<file path="config.mk">
export PLATFORM = sky130hd
export DESIGN_NAME = xbus_seq
export DESIGN_NICKNAME = d
export VERILOG_FILES = /design/src/rtl/xbus_pkg.sv /design/src/rtl/xbus_timer.sv /design/src/rtl/xbus_wave.sv /design/src/rtl/xbus_ports.sv /design/src/rtl/xbus_seq.sv
export SDC_FILE = /design/constraint.sdc
export NUM_CORES = 1
export LEC_CHECK = 0
export BUFFER_PORTS_ARGS = -buffer_cell sky130_fd_sc_hd__buf_2
export CELL_PAD_IN_SITES_DETAIL_PLACEMENT = 0
export CELL_PAD_IN_SITES_GLOBAL_PLACEMENT = 1
export CORE_MARGIN = 1.5
export CORE_UTILIZATION = 41
export CTS_BUF_LIST = sky130_fd_sc_hd__clkbuf_8
export DETAILED_ROUTE_END_ITERATION = 7
export PLACE_DENSITY_LB_ADDON = 0.08
export SYNTH_ARGS = -nofsm -noshare
export SYNTH_HDL_FRONTEND = slang
export SYNTH_SLANG_ARGS = --single-unit
</file>
<file path="constraint.sdc">
create_clock -name clk -period 6.6 [get_ports clk]
set_clock_uncertainty 0.05 [all_clocks]
set_input_delay 0 -clock clk [delete_from_list [all_inputs] [get_ports clk]]
set_output_delay 0 -clock clk [all_outputs]
set_load 0.005 [all_outputs]
</file>
<file path="src/rtl/xbus_pkg.sv">
package xbus_pkg;
    localparam int ADDR_W = 16;
    localparam int DATA_W = 8;

    typedef enum logic [1:0] {
        ACC_NONE  = 2'd0,
        ACC_FETCH = 2'd1,
        ACC_READ  = 2'd2,
        ACC_WRITE = 2'd3
    } acc_kind_e;

    typedef struct packed {
        acc_kind_e           kind;
        logic                wide;
        logic [ADDR_W-1:0]   addr;
        logic [DATA_W-1:0]   wdata;
    } acc_cmd_t;
endpackage

</file>
<file path="src/rtl/xbus_timer.sv">
module xbus_timer #(
    parameter int CYC = 12,
    parameter int PW  = 4
) (
    input  logic          clk,
    input  logic          rst_n,
    output logic [PW-1:0] ph_q,
    output logic [PW-1:0] ph_d,
    output logic          wrap
);
    localparam logic [PW-1:0] PH_LAST = PW'(CYC - 1);

    always_comb begin
        wrap = (ph_q == PH_LAST);
        ph_d = wrap ? '0 : ph_q + PW'(1);
    end

    always_ff @(posedge clk or negedge rst_n) begin
        if (!rst_n) ph_q <= PH_LAST;
        else        ph_q <= ph_d;
    end

    AST_PHASE_WRAP: assert property (@(posedge clk) disable iff (!rst_n)
        (ph_q == PH_LAST) |=> (ph_q == '0));
endmodule

</file>
<file path="src/rtl/xbus_wave.sv">
module xbus_wave
    import xbus_pkg::*;
#(
    parameter int CYC = 12,
    parameter int PW  = 4
) (
    input  logic [PW-1:0]     ph,
    input  acc_cmd_t          cmd,
    input  logic [DATA_W-1:0] p2_latch,
    output logic              ale,
    output logic              psen_n,
    output logic              rd_n,
    output logic              wr_n,
    output logic              p0_oe,
    output logic [DATA_W-1:0] p0_out,
    output logic [DATA_W-1:0] p2_out
);
    localparam int HALF = CYC / 2;
    localparam logic [PW-1:0] ADR_END = PW'(1);
    localparam logic [PW-1:0] AL2_BEG = PW'(HALF);
    localparam logic [PW-1:0] AL2_END = PW'(HALF + 1);
    localparam logic [PW-1:0] PS_BEG  = PW'(3);
    localparam logic [PW-1:0] PS_END  = PW'(HALF - 1);
    localparam logic [PW-1:0] ST_BEG  = PW'(5);
    localparam logic [PW-1:0] ST_END  = PW'(CYC - 2);

    logic is_data;
    logic is_ext;
    logic addr_ph;

    always_comb begin
        is_data = (cmd.kind == ACC_READ) || (cmd.kind == ACC_WRITE);
        is_ext  = (cmd.kind != ACC_NONE);
        addr_ph = (ph <= ADR_END);

        ale    = addr_ph || (!is_data && (ph >= AL2_BEG) && (ph <= AL2_END));
        psen_n = !((cmd.kind == ACC_FETCH) && (ph >= PS_BEG) && (ph <= PS_END));
        rd_n   = !((cmd.kind == ACC_READ)  && (ph >= ST_BEG) && (ph <= ST_END));
        wr_n   = !((cmd.kind == ACC_WRITE) && (ph >= ST_BEG) && (ph <= ST_END));

        p0_oe  = (is_ext && addr_ph) || (cmd.kind == ACC_WRITE);
        if (addr_ph)                     p0_out = cmd.addr[DATA_W-1:0];
        else if (cmd.kind == ACC_WRITE)  p0_out = cmd.wdata;
        else                             p0_out = '1;

        if ((cmd.kind == ACC_FETCH) || (is_data && cmd.wide))
            p2_out = cmd.addr[ADDR_W-1:DATA_W];
        else
            p2_out = p2_latch;
    end
endmodule

</file>
<file path="src/rtl/xbus_ports.sv">
module xbus_ports
    import xbus_pkg::*;
(
    input  logic              clk,
    input  logic              rst_n,
    input  logic              take,
    input  acc_kind_e         kind,
    input  logic              p0_wr,
    input  logic              p2_wr,
    input  logic [DATA_W-1:0] wdata,
    output logic [DATA_W-1:0] p0_q,
    output logic [DATA_W-1:0] p2_q,
    output logic [DATA_W-1:0] p2_d
);
    typedef struct packed {
        logic [DATA_W-1:0] p0;
        logic [DATA_W-1:0] p2;
    } lat_t;

    lat_t l_d, l_q;
    logic ext_take;
    logic fetch_take;

    always_comb begin
        ext_take   = take && (kind != ACC_NONE);
        fetch_take = take && (kind == ACC_FETCH);
        l_d = l_q;
        if (ext_take)   l_d.p0 = '1;
        else if (p0_wr) l_d.p0 = wdata;
        if (fetch_take) l_d.p2 = '1;
        else if (p2_wr) l_d.p2 = wdata;
    end

    always_ff @(posedge clk or negedge rst_n) begin
        if (!rst_n) l_q <= '1;
        else        l_q <= l_d;
    end

    assign p0_q = l_q.p0;
    assign p2_q = l_q.p2;
    assign p2_d = l_d.p2;

    AST_P0_CLEARED: assert property (@(posedge clk) disable iff (!rst_n)
        ext_take |=> (l_q.p0 == '1));
    AST_P2_KEPT: assert property (@(posedge clk) disable iff (!rst_n)
        (take && ((kind == ACC_READ) || (kind == ACC_WRITE)) && !p2_wr) |=> $stable(l_q.p2));
endmodule

</file>
<file path="src/rtl/xbus_seq.sv">
module xbus_seq
    import xbus_pkg::*;
#(
    parameter int STATES    = 6,
    parameter int PH_PER_ST = 2
) (
    input  logic        clk,
    input  logic        rst_n,
    input  logic        req_valid,
    input  logic [1:0]  req_kind,
    input  logic        req_wide,
    input  logic [15:0] req_addr,
    input  logic [7:0]  req_wdata,
    output logic        slot_ack,
    input  logic        p0_wr,
    input  logic        p2_wr,
    input  logic [7:0]  port_wdata,
    output logic [7:0]  p0_latch,
    output logic [7:0]  p2_latch,
    output logic        rsp_valid,
    output logic [7:0]  rsp_data,
    output logic        ale,
    output logic        psen_n,
    output logic        rd_n,
    output logic        wr_n,
    output logic [7:0]  p0_out,
    output logic        p0_oe,
    input  logic [7:0]  p0_in,
    output logic [7:0]  p2_out
);
    localparam int CYC = STATES * PH_PER_ST;
    localparam int PW  = $clog2(CYC);
    localparam logic [PW-1:0] PH_LAST = PW'(CYC - 1);
    localparam logic [PW-1:0] PS_END  = PW'(CYC / 2 - 1);
    localparam logic [PW-1:0] ST_BEG  = PW'(5);
    localparam logic [PW-1:0] ST_END  = PW'(CYC - 2);

    typedef struct packed {
        acc_cmd_t          cmd;
        logic              ale;
        logic              psen_n;
        logic              rd_n;
        logic              wr_n;
        logic              p0_oe;
        logic [DATA_W-1:0] p0_out;
        logic [DATA_W-1:0] p2_out;
        logic              slot;
        logic              rsp_valid;
        logic [DATA_W-1:0] rsp_data;
    } seq_t;

    localparam seq_t SEQ_RST = '{
        cmd: '0, ale: 1'b0, psen_n: 1'b1, rd_n: 1'b1, wr_n: 1'b1,
        p0_oe: 1'b0, p0_out: '1, p2_out: '1, slot: 1'b1,
        rsp_valid: 1'b0, rsp_data: '0
    };

    seq_t s_d, s_q;

    logic [PW-1:0]     ph_q, ph_d;
    logic              wrap;
    acc_cmd_t          cmd_next;
    logic [DATA_W-1:0] p2_next;
    logic              w_ale, w_psen_n, w_rd_n, w_wr_n, w_p0_oe;
    logic [DATA_W-1:0] w_p0_out, w_p2_out;

    xbus_timer #(.CYC(CYC), .PW(PW)) u_timer (
        .clk   (clk),
        .rst_n (rst_n),
        .ph_q  (ph_q),
        .ph_d  (ph_d),
        .wrap  (wrap)
    );

    always_comb begin
        cmd_next = s_q.cmd;
        if (wrap) begin
            if (req_valid) begin
                cmd_next.kind  = acc_kind_e'(req_kind);
                cmd_next.wide  = req_wide;
                cmd_next.addr  = req_addr;
                cmd_next.wdata = req_wdata;
            end else begin
                cmd_next = '0;
            end
        end
    end

    xbus_ports u_ports (
        .clk   (clk),
        .rst_n (rst_n),
        .take  (wrap),
        .kind  (cmd_next.kind),
        .p0_wr (p0_wr),
        .p2_wr (p2_wr),
        .wdata (port_wdata),
        .p0_q  (p0_latch),
        .p2_q  (p2_latch),
        .p2_d  (p2_next)
    );

    xbus_wave #(.CYC(CYC), .PW(PW)) u_wave (
        .ph       (ph_d),
        .cmd      (cmd_next),
        .p2_latch (p2_next),
        .ale      (w_ale),
        .psen_n   (w_psen_n),
        .rd_n     (w_rd_n),
        .wr_n     (w_wr_n),
        .p0_oe    (w_p0_oe),
        .p0_out   (w_p0_out),
        .p2_out   (w_p2_out)
    );

    always_comb begin
        s_d        = s_q;
        s_d.cmd    = cmd_next;
        s_d.ale    = w_ale;
        s_d.psen_n = w_psen_n;
        s_d.rd_n   = w_rd_n;
        s_d.wr_n   = w_wr_n;
        s_d.p0_oe  = w_p0_oe;
        s_d.p0_out = w_p0_out;
        s_d.p2_out = w_p2_out;
        s_d.slot   = (ph_d == PH_LAST);
        s_d.rsp_valid = ((s_q.cmd.kind == ACC_FETCH) && (ph_q == PS_END)) ||
                        ((s_q.cmd.kind == ACC_READ)  && (ph_q == ST_END));
        if (s_d.rsp_valid) s_d.rsp_data = p0_in;
    end

    always_ff @(posedge clk or negedge rst_n) begin
        if (!rst_n) s_q <= SEQ_RST;
        else        s_q <= s_d;
    end

    assign slot_ack  = s_q.slot;
    assign rsp_valid = s_q.rsp_valid;
    assign rsp_data  = s_q.rsp_data;
    assign ale       = s_q.ale;
    assign psen_n    = s_q.psen_n;
    assign rd_n      = s_q.rd_n;
    assign wr_n      = s_q.wr_n;
    assign p0_out    = s_q.p0_out;
    assign p0_oe     = s_q.p0_oe;
    assign p2_out    = s_q.p2_out;

    AST_STROBE_ONEHOT: assert property (@(posedge clk) disable iff (!rst_n)
        $onehot0({~s_q.psen_n, ~s_q.rd_n, ~s_q.wr_n}));
    AST_ALE_QUIET: assert property (@(posedge clk) disable iff (!rst_n)
        s_q.ale |-> (s_q.psen_n && s_q.rd_n && s_q.wr_n));
    AST_RD_START: assert property (@(posedge clk) disable iff (!rst_n)
        $fell(s_q.rd_n) |-> (ph_q == ST_BEG));
    AST_WR_START: assert property (@(posedge clk) disable iff (!rst_n)
        $fell(s_q.wr_n) |-> (ph_q == ST_BEG));
    AST_RSP_KIND: assert property (@(posedge clk) disable iff (!rst_n)
        s_q.rsp_valid |-> ((s_q.cmd.kind == ACC_FETCH) || (s_q.cmd.kind == ACC_READ)));
endmodule

</file>
==> summary.txt <==
Hold path
  – Hold Path Sink: s_q[55]
  – Min-delay src: req_wide
  – HP Class: in -> reg
  – Hold Path Stages: 4

Cells and area
  – Finished layout cell area: approximately 0.0045 mm2
  – Util after Layout: 54.4%
  – # diodes: 0
  – Area grow syn2layout: 26.1%
  – Share of layout cells above drive strength 1: between 30% and 40%
  – Nets: roughly 500

Global route
  – GRT overflow: 0
  – Vias in the first global route: 2599
  – GRT Total Usage: approximately 17%
  – First-pass GRT wire length: ~13000 um
  – Initial antenna violation count: 0
  – Largest net degree at the start of global routing: between 70 and 80

Synthesis
  – Cell Area, Synth: about 0.0036 mm2
  – Synth cell types: 41
  – Post-synth ARST share: between 90% and 100%
  – Syn Nets: 380
  – Most numerous cell in the Yosys netlist: nand2_1
  – Cells after synthesis: approximately 330
  – Post-Syn Area per Cell: between 10 and 15 um2
  – #FFs+latches synth: 78
  – Synth warnings: 0
  – Top cells by area, synth: dfstp_2, dfrtp_1, nand2_1, mux2i_1, buf_4
  – Largest area contributor in the netlist: dfstp_2
  – Sequential area share after synthesis: between 50 and 60%
  – Ys flop type: dfstp_2
  – Commonest cells post-synth: nand2_1, dfrtp_1, dfstp_2
  – Post-synth EDFFs: 0
  – Top-area cell type share of the netlist area: 28.5%

Setup path
  – Reg2reg start: u_timer.ph_q[0]
  – R2R cell count: 5
  – Worst Setup Start Kind: flip-flop
  – Crit-path leading delay family: simple AND/OR/NAND/NOR gates
  – Setup crit end kind: flip-flop
  – Critical path peak fanout: 16
  – CP Depth: 5
  – Reg2Reg Capture Point: p0_out[0]
  – Setup CP Type: reg -> reg
  – Worst path max stage delay: roughly 0.67 ns
  – Buffer and inverter count on the worst path: 0
  – Flop2flop setup slack: roughly 3.6 ns
  – CP Data Required Time: ~6.8 ns
  – Crit path DAT: 3.24 ns
  – Slowest CP cell: and3b_1
  – Crit-path cells: ha_1, and3b_1, mux2_4, a2111oi_4, a2bb2oi_1

Route
  – Drt first-iter violations: a little over 90
  – Final wirelength: about 7600 um
  – Antenna viol nets, final: 0
  – Vias per cell: 4.72
  – DRT Pass-1 Iters: 4
  – Drc violations: 0
  – Via count: 2576
  – Routed WL per cell: about 14 um

Placed design
  – Port bufs: 94
  – Post-DP Area: between 0.003 and 0.004 mm2
  – DP Wirelength: roughly 5000 um
  – Final GP Congestion: around 0.76

Clock tree
  – Total CTS buffers: 9
  – CTS tree: yes
  – Post-CTS Resized: 0
  – Clk_lat worst skew: between 0.3 and 0.4 ns
  – H-tree depth: 3
  – Root buf cell: clkbuf_8
  – Setup bufs post-CTS: 0
  – Clock sink count: 78
  – Clock Pin Slew Worst Setup and Hold Paths: approximately 0.08 ns
  – Clock tree buffer depth: 2

Floorplanning
  – CORE AREA: about 0.0083 mm2
  – Rows: 33
  – Die Area: roughly 0.0093 mm2
  – Die Y: slightly below 100 um
  – Starting density of the core: a little over two fifths
  – I/O Pins: 95
  – Die width: approximately 97 um

Timing
  – Final worst path period share: between 40% and 50%
  – Hold slack: 0.0175 ns
  – RSZ-0062 raised after global routing: false
  – Final min period: 3.05 ns
  – Rel. slew slack: between 30% and 40%
  – Setup tns final: 0 ns
  – Worst Tran Pin Value: 0.957 ns
  – Max Slew Vio Count: 0
  – Fmax: around 0.33 GHz
  – Count of final hold-check violations: 0
  – Number of setup violations in the final report: 0

Power and ir drop
  – Leak: 0.00230 uW
  – Max IR drop VDD: between 0.0001 and 0.00015 V
  – PwrDens: 214 mW/mm2

Status
  – Status: completed

Flow run
  – Maxcap violations: 0
==> state kept, by name, indices dropped and copies added, names as in the netlist <==
name          count
s_q              27
p0_out            8
p2_out            8
rsp_data          8
u_ports.p0_q      8
u_ports.p2_q      8
u_timer.ph_q      4
ale               1
p0_oe             1
psen_n            1
rd_n              1
rsp_valid         1
slot_ack          1
wr_n              1
==> cell families (layout without fill, tap and decap cells) <==
kind of cell | Yosys count | count (layout) | synth area share, %
fa+ha+maj | 5 | 5 | 1.67
flops | 78 | 78 | 55.7
compound gates | 46 | 46 | 9.89
simple gates | 99 | 99 | 12.0
buf+inv | 63 | 176 | 9.29
mux | 37 | 37 | 11.5
==> cell usage in the layout, fill, tap and decap left out, types with 6 or more instances in the layout <==
| cell | n |
|---|---|
| buf_2 | 93 |
| nand2_1 | 70 |
| dlygate4sd3_1 | 41 |
| dfrtp_1 | 39 |
| dfstp_2 | 39 |
| inv_1 | 27 |
| mux2i_1 | 24 |
| o21a_1 | 16 |
| nand3_1 | 10 |
| mux2_2 | 10 |
| clkbuf_8 | 9 |
| a2bb2oi_1 | 8 |
| a21oi_1 | 6 |
==> worst register-to-register path, cell delays in order (launching register included) <==
cell,delay [ns]
dfstp_2,0.61
ha_1,0.55
and3b_1,0.67
mux2_4,0.42
a2111oi_4,0.50
a2bb2oi_1,0.17
==> worst max-delay path by stage <==
stage	from	endpoint
after floorplan	u_timer.ph_q[0]	p2_out[0]
after global placement	u_timer.ph_q[0]	p0_out[3]
after detailed placement	u_timer.ph_q[0]	p0_out[0]
after CTS	u_timer.ph_q[0]	p2_out[0]
after global routing	u_timer.ph_q[0]	p2_out[3]
final	u_timer.ph_q[0]	p0_out[0]
==> routing by layer <==
metal	up-vias	share of wire, %	global-route usage [%]
li1	1275	-	-
met1	1229	46	22.0
met2	60	47	27.1
met3	12	4.2	4.70
met4	0	1.8	5.57
met5	-	0	0
==> report_power, final <==
part	internal, uW	total, uW	leakage, uW	switching, uW
Combinational	69.6	129	0.00130	59.4
Sequential	526	539	0.000903	13.1
Clock	132	301	0.0000928	169
==> cell type report <==
| type | count | area [um2] |
|---|---|---|
| clock buffers | 9 | 124 |
| clock inverters | 7 | 37.5 |
| fillers | 794 | 3810 |
| inverters | 24 | 90.1 |
| multi-input cells | 187 | 1260 |
| flip-flops and latches | 78 | 2000 |
| well taps | 105 | 131 |
| repair buffers | 136 | 891 |
==> repair_timing <==
action	CTS	global route
hold buffers	41	0
endpoints found under the setup margin	0	0
endpoints found under the hold margin	103	0
==> through the flow <==
stage,cells,worst slack (ns),power (uW)
finish,546,3.55,970
global route,546,3.30,1020
CTS,546,3.52,986
detailed placement,489,3.54,660
global placement,489,3.65,657
floorplan,328,4.40,620
Note: power is estimated with default switching activity, not from simulation.
